[src/rtl/dsh_pkg.sv]
// Shared sizes and flag bit positions for the double shift unit.
// Assumes a datapath width that is a power of two.
package dsh_pkg;
    localparam int unsigned DATA_W = 32;
    localparam int unsigned CNT_W  = $clog2(DATA_W);
    localparam int unsigned CSRC_W = 8;
    localparam int unsigned NFLAG  = 5;
    localparam int unsigned PAR_W  = 8;
    // flag vector positions
    localparam int unsigned FLG_CF = 0;
    localparam int unsigned FLG_PF = 1;
    localparam int unsigned FLG_ZF = 2;
    localparam int unsigned FLG_SF = 3;
    localparam int unsigned FLG_OF = 4;
endpackage

[src/rtl/dsh_count_sel.sv]
// Count source selection and masking.
// Picks the immediate or register count, keeps its low CNT_W bits,
// and flags the zero and one cases that gate the write enables.
module dsh_count_sel #(
    parameter int unsigned CSRC_W = dsh_pkg::CSRC_W,
    parameter int unsigned CNT_W  = dsh_pkg::CNT_W
) (
    input  logic              sel_reg,
    input  logic [CSRC_W-1:0] imm_raw,
    input  logic [CSRC_W-1:0] reg_raw,
    output logic [CNT_W-1:0]  cnt,
    output logic              cnt_zero,
    output logic              cnt_one
);
    logic [CSRC_W-1:0] raw_pick;

    // choose the source and truncate to the effective count
    always_comb begin
        raw_pick = sel_reg ? reg_raw : imm_raw;
        cnt      = CNT_W'(raw_pick);
        cnt_zero = (cnt == '0);
        cnt_one  = (cnt == CNT_W'(1));
    end
endmodule

[src/rtl/dsh_funnel.sv]
// Funnel shifter core.
// Concatenates destination and fill words with one guard bit and shifts
// the wide word, so the result and the last bit shifted out come from
// one shifter per direction. Assumes cnt < DATA_W.
module dsh_funnel #(
    parameter int unsigned DATA_W = dsh_pkg::DATA_W,
    parameter int unsigned CNT_W  = dsh_pkg::CNT_W
) (
    input  logic              dir_right,
    input  logic [DATA_W-1:0] dst,
    input  logic [DATA_W-1:0] src,
    input  logic [CNT_W-1:0]  cnt,
    output logic [DATA_W-1:0] res,
    output logic              carry
);
    localparam int unsigned WIDE_W = 2 * DATA_W + 1;

    logic [WIDE_W-1:0] lft_w;
    logic [WIDE_W-1:0] rgt_w;
    logic [DATA_W-1:0] lft_res;
    logic [DATA_W-1:0] rgt_res;

    // left: guard above dst; dst in upper half receives src bits
    always_comb begin
        lft_w   = {1'b0, dst, src} << cnt;
        lft_res = DATA_W'(lft_w >> DATA_W);
    end

    // right: guard below dst; src above dst fills vacated msbs
    always_comb begin
        rgt_w   = {src, dst, 1'b0} >> cnt;
        rgt_res = DATA_W'(rgt_w >> 1);
    end

    // pick the direction requested
    always_comb begin
        res   = dir_right ? rgt_res : lft_res;
        carry = dir_right ? rgt_w[0] : lft_w[WIDE_W-1];
    end
endmodule

[src/rtl/dsh_flag_gen.sv]
// Status flag generation from the shifted word.
// Produces {OF, SF, ZF, PF, CF}; overflow assumes a count of one and is
// only meaningful when its enable is raised by the caller.
module dsh_flag_gen #(
    parameter int unsigned DATA_W = dsh_pkg::DATA_W,
    parameter int unsigned NFLAG  = dsh_pkg::NFLAG,
    parameter int unsigned PAR_W  = dsh_pkg::PAR_W
) (
    input  logic [DATA_W-1:0] res,
    input  logic              dst_msb,
    input  logic              carry,
    output logic [NFLAG-1:0]  flg
);
    // assemble each flag in its fixed position
    always_comb begin
        flg                 = '0;
        flg[dsh_pkg::FLG_CF] = carry;
        flg[dsh_pkg::FLG_PF] = ~^res[PAR_W-1:0];
        flg[dsh_pkg::FLG_ZF] = (res == '0);
        flg[dsh_pkg::FLG_SF] = res[DATA_W-1];
        flg[dsh_pkg::FLG_OF] = res[DATA_W-1] ^ dst_msb;
    end
endmodule

[src/rtl/dshift_unit.sv]
// Double-precision shift unit top.
// Selects the count, funnel-shifts dst with src fill, derives flags and
// registers everything one cycle after in_valid. Zero counts suppress
// all writes; overflow is written only for a count of one.
module dshift_unit #(
    parameter int unsigned DATA_W = dsh_pkg::DATA_W,
    parameter int unsigned CSRC_W = dsh_pkg::CSRC_W,
    parameter int unsigned NFLAG  = dsh_pkg::NFLAG
) (
    input  logic              clk,
    input  logic              rst_n,
    input  logic              in_valid,
    input  logic              dir_right,
    input  logic              cnt_sel,
    input  logic [CSRC_W-1:0] imm_cnt,
    input  logic [CSRC_W-1:0] cnt_reg,
    input  logic [DATA_W-1:0] dst_op,
    input  logic [DATA_W-1:0] src_op,
    output logic              out_valid,
    output logic [DATA_W-1:0] result,
    output logic              dst_we,
    output logic [NFLAG-1:0]  flags,
    output logic [NFLAG-1:0]  flag_we
);
    localparam int unsigned CNT_W = $clog2(DATA_W);

    logic [CNT_W-1:0]  cnt_eff;
    logic              cnt_zero;
    logic              cnt_one;
    logic [DATA_W-1:0] sh_res;
    logic              sh_carry;
    logic [NFLAG-1:0]  flg_nxt;
    logic [NFLAG-1:0]  we_nxt;
    logic              do_write;

    dsh_count_sel #(.CSRC_W(CSRC_W), .CNT_W(CNT_W)) u_cnt (
        .sel_reg  (cnt_sel),
        .imm_raw  (imm_cnt),
        .reg_raw  (cnt_reg),
        .cnt      (cnt_eff),
        .cnt_zero (cnt_zero),
        .cnt_one  (cnt_one)
    );

    dsh_funnel #(.DATA_W(DATA_W), .CNT_W(CNT_W)) u_fun (
        .dir_right (dir_right),
        .dst       (dst_op),
        .src       (src_op),
        .cnt       (cnt_eff),
        .res       (sh_res),
        .carry     (sh_carry)
    );

    dsh_flag_gen #(.DATA_W(DATA_W), .NFLAG(NFLAG)) u_flg (
        .res     (sh_res),
        .dst_msb (dst_op[DATA_W-1]),
        .carry   (sh_carry),
        .flg     (flg_nxt)
    );

    // enables: all but overflow on any nonzero count, overflow on one
    always_comb begin
        do_write = in_valid & ~cnt_zero;
        we_nxt   = {cnt_one, {(NFLAG-1){1'b1}}} & {NFLAG{do_write}};
    end

    // output stage: one cycle latency, data held between strobes
    always_ff @(posedge clk) begin
        if (!rst_n) begin
            out_valid <= 1'b0;
            dst_we    <= 1'b0;
            flag_we   <= '0;
            result    <= '0;
            flags     <= '0;
        end else begin
            out_valid <= in_valid;
            dst_we    <= do_write;
            flag_we   <= we_nxt;
            if (in_valid) begin
                result <= sh_res;
                flags  <= flg_nxt;
            end
        end
    end
endmodule

[config.mk]
export PLATFORM = sky130hd
export DESIGN_NAME = dshift_unit
export DESIGN_NICKNAME = d
export VERILOG_FILES = /design/src/rtl/dsh_pkg.sv /design/src/rtl/dsh_count_sel.sv /design/src/rtl/dsh_funnel.sv /design/src/rtl/dsh_flag_gen.sv /design/src/rtl/dshift_unit.sv
export SDC_FILE = /design/constraint.sdc
export NUM_CORES = 1
export LEC_CHECK = 0
export BUFFER_PORTS_ARGS = -buffer_cell sky130_fd_sc_hd__buf_4
export CORE_ASPECT_RATIO = 2
export CORE_MARGIN = 2
export CORE_UTILIZATION = 59
export CTS_BUF_LIST = sky130_fd_sc_hd__clkbuf_8
export DETAILED_ROUTE_END_ITERATION = 8
export PLACE_DENSITY = 0.82
export SYNTH_ARGS = -nofsm -noshare
export SYNTH_HDL_FRONTEND = slang
export SYNTH_SLANG_ARGS = --single-unit
[constraint.sdc]
create_clock -name clk -period 10.3 [get_ports clk]
set_clock_uncertainty 0.1 [all_clocks]
set_input_delay 1.545 -clock clk [delete_from_list [all_inputs] [get_ports clk]]
set_output_delay 1.545 -clock clk [all_outputs]
set_load 0.005 [all_outputs]
# After elaboration in Yosys (flattened, before gate mapping)
# Index checks and enable logic that the tools add are counted.
# totals
regBits	44
input_bits	85
output_inout_bits	44
elab_cells	18
# classes
eq_ne	1
shifts	2
mux	3
n_bitwise	4
n_reduce_logical	3
# op_table
op	n
64-bit by 5-bit << shifter with 65-bit output	1
65-bit by 5-bit >> shifter with 33-bit output	1
32-bit zero test	1
32-bit 2-to-1 mux	1
8-bit XNOR reduction	1
5-bit AND	1
5-bit by 1-bit == test with 1-bit output (second input constant)	1
5-bit zero test	1
5-bit 2-to-1 mux	1
1-bit AND	1
1-bit 2-to-1 mux	1
1-bit NOT	1
1-bit XOR	1

# Longest topological paths before layout
# logic_depth
word_depth	5
depth_mapped	19
mapped_depth_nobuf	14

# Modules after synthesis
# Synthesis repeated with hierarchy kept, for this count alone.
# hier_totals
hier_cells	940
area_unflattened_um2	9659.3
# modules_own_cells
mod	instances	cells_per_inst	area_each_um2	seq_area_each_um2
dsh_funnel	1	769	7827.5	0.0
dshift_unit	1	130	1527.7	800.8
dsh_flag_gen	1	29	197.7	0.0
dsh_count_sel	1	12	106.4	0.0

# Worst setup path after synthesis
# Ideal clock, no wire load.
# synth_timing
kind	input to register
start	in cnt_sel
end	reg flags[2]
setup_time_ns	0.069
arrival_time_ns	4.734
t_required_ns	10.131
path_slack_ns	5.397
stages	15
path_buffers	3
path_cell_list	buf_6 -> mux2i_1 -> buf_2 -> clkbuf_1 -> mux4_2 -> mux2i_1 -> mux2i_1 -> mux4_2 -> inv_1 -> ha_1 -> and3_1 -> nand3_1 -> nor4b_1 -> nand4_1 -> o21ai_1
# synth_via
elab_chain_len	4
elab_cells_between_ends	5
classes_between	shift: 2; mux: 2; reduce/logical: 1
# synth_lines
element	line_no	rtl
from (decl)	dshift_unit.sv:14	input logic cnt_sel,
5-bit 2-to-1 mux *	dsh_count_sel.sv:19	raw_pick = sel_reg ? reg_raw : imm_raw;
64-bit by 5-bit << shifter with 65-bit output / 65-bit by 5-bit >> shifter with 33-bit output (equally long branches)	dsh_funnel.sv:25, dsh_funnel.sv:31	
32-bit 2-to-1 mux *	dsh_funnel.sv:37	res = dir_right ? rgt_res : lft_res;
32-bit zero test *	dsh_flag_gen.sv:19	flg[dsh_pkg::FLG_ZF] = (res == '0);
to (signal assigned)	dshift_unit.sv:81	flags <= flg_nxt;
to (decl)	dshift_unit.sv:22	output logic [NFLAG-1:0] flags,
# Every way passes the cells marked *; elsewhere a longest branch is shown, timed or not.
# A chain may end at the register's enable or synchronous reset.

# Worst setup path in the final report
# Same ends and word-level chain as after synthesis.

==> out/qor.txt <==
global-route usage over all layers: 43.86%
Fmax: 165.9 MHz
post-DP HPWL: 27.07 mm
family with the most delay on the worst path: multiplexers
first-pass GRT wire length: 52.99 mm
total I/O pin count: 129
# resized after CTS: 0
Overflow after GRT: 0
CTS tree: yes
Seq/Total Area, Yosys: 8.847%
Routed Antenna Nets: 0
Nets: 1091
Yosys warning count: 0
DRT iter0 DRCs: 1146
drc violations: 0
Root Buffer: clkbuf_8
CP startpoint kind: input pin
worst-path cell chain: buf_4, mux2i_4, buf_4, mux4_2, mux2i_1, nand2_1, a31oi_1, mux2_2, ha_1, and3_1, nand3_1, nor4b_1, nand4_1, o21ai_1
routed length per instance: 29.84 um
Slew @ Worst Pin: 0.9859 ns
Slowest cell on crit path: mux2i_4
Synthesized Nets: 1070
Buf+Inv Stages, Crit Path: 2
Clock Sinks: 39
final hold vios: 0
Slew Limit Fails: 0
Seq cells post-synth: 39
fin area: 9630 um2
die area: 16010 um2
worst stage delay on the critical path: 0.78 ns
P_leak: 3.978 nW
fin crit share: 58.52%
hold buffer count at cts: 0
max cap viols: 0
Syn-to-layout area delta: 9.131%
Worst VDD drop: 0.09277 mV
Critical Path Most Common Cell: buf_4
vias in the first global route: 8684
router iterations before antenna repair: 7
maximum clock insertion buffer count: 2
pin count of the biggest net entering global routing: 64
htree depth: 2
mapped cell area: 8825 um2
Final Wtd Congestion: 1.101
CP endpoint kind: flip-flop
total wire length: 35.75 mm
Setup CP Type: in2reg
Port Buf Inserts: 122
worst skew pair latency: 0.30 ns
DR vias: 9136
Worst Path Max Fanout: 52
Clk pin slew, worst setup/hold paths: 0.07 ns
critical path data arrival time: 6.17 ns
vias per cell: 7.626
number of flops mapped to enable cells by yosys: 0
placed instance area: 9518 um2
Post-CTS Setup Bufs: 0
unrepaired setup endpoints after global routing: false
Starting Density: 59.87%
row count: 63
status: completed
antenna violations before repair: 0
# diodes: 0
Core Region: 14740 um2
layout cells sized above 1: 28.81%
Post-Syn Instances: 981
final setup TNS: 0 ns
Yosys cell types: 62
die width: 90.48 um
most used flip-flop cell after synthesis: dfxtp_1
CTS Buf Count: 5
Critical Path RT: 10.44 ns
min-delay worst type: reg2reg
syn avg cell area: 8.996 um2
power per cell area: 104.5 nW/um2
min Tclk post-route: 6.027 ns
ys async rst share: 0%
height of the die: 177.0 um
Relative slew margins: 34.20%
final setup fails: 0
==> final timing paths <==
path / startpoint / to / slack, ns / depth (start not counted)
worst max-delay path: cnt_sel / flags[2] / 4.27 / 14
worst min register to register: result[19] / result[19] / 0.37 / 2
worst min-delay path: result[19] / result[19] / 0.37 / 2
worst max register to register: result[10] / result[10] / 9.40 / 2
==> power by group <==
| group | internal [mW] | switching, mW | total [mW] |
|---|---|---|---|
| Sequential | 0.167 | 0.00883 | 0.176 |
| Clock | 0.0721 | 0.0563 | 0.128 |
| Combinational | 0.291 | 0.412 | 0.702 |
==> metal layers <==
metal  global-route usage (%)  share of wire, %
met1                    47.76                32
met2                    75.87                50
met3                    4.898               8.1
met4                    36.28                10
met5                        0                 0
==> stage by stage <==
step                total power, mW  cells  worst slack (ns)  utilization (%)  hold WS (ns)
floorplan                    0.6399    981             5.397                -        0.3618
global placement             0.8497   1190             4.096            64.57        0.3545
detailed placement           0.8572   1190             4.044            64.57        0.3586
CTS                          0.9862   1198             4.359            65.33        0.3698
global route                  1.046   1198             3.960            65.33        0.3806
finish                        1.006   1198             4.273            65.33        0.3736
==> worst reg2reg max path, delay by kind of cell (launching register included) <==
family / cells / cell delay (ns)
flip-flops: 1 / 0.31
AO/OA/AOI/OAI: 1 / 0.12
AND/OR/NAND/NOR: 1 / 0.27
==> cell families after synthesis <==
family                   after synthesis  synth area share, %
adder cells (fa/ha/maj)                4               0.5672
buffers and inverters                130                7.614
AND/OR/NAND/NOR                      335                16.53
multiplexers                         300                51.86
flip-flops                            39                8.847
AO/OA/AOI/OAI                        169                14.18
XOR/XNOR                               4               0.3971
==> layout by cell type, fill, tap and decap left out, types with 15 or more instances in the layout <==
master,Yosys,final
mux2_2,23,22
a21oi_1,22,22
mux4_2,109,109
dfxtp_1,39,39
nor2_1,66,66
and3_1,18,18
buf_4,15,138
a211oi_1,25,25
nand3_1,35,35
nand2_1,169,169
mux2i_1,153,149
nor3_1,15,15
==> registers in the layout (all words and copies together), names as in the netlist <==
signal,count
out_valid,1
flags,5
flag_we,2
result,31
==> area by class of cell <==
| class | count | area (um2) |
|---|---|---|
| Multi-Input combinational cell | 812 | 7435 |
| Clock inverter | 3 | 43.79 |
| Clock buffer | 5 | 68.82 |
| Fill cell | 1237 | 5110 |
| Tap cell | 195 | 244.0 |
| Sequential cell | 39 | 780.7 |
| Timing Repair Buffer | 138 | 1036 |
| Inverter | 6 | 22.52 |
==> synth_stat cells (9+ instances only) <==
master,count,area (um2)
and2_1,13,81.33
buf_2,40,200.2
o211ai_1,12,90.09
buf_4,15,112.6
a211oi_1,25,187.7
a32oi_1,13,113.9
nand2_1,169,634.4
nand3_1,35,175.2
mux2i_1,153,1531
mux4_1,10,262.8
dfxtp_1,39,780.8
mux2_2,23,259.0
a22oi_1,13,97.59
nor2_1,66,247.7
buf_1,9,33.78
a21oi_1,22,110.1
clkbuf_1,52,195.2
a311oi_1,11,96.34
nor3_1,15,75.07
and3_1,18,112.6
o22ai_1,10,62.56
mux4_2,109,2455
o21ai_0,12,60.06
(Power assumes the default switching activity.)
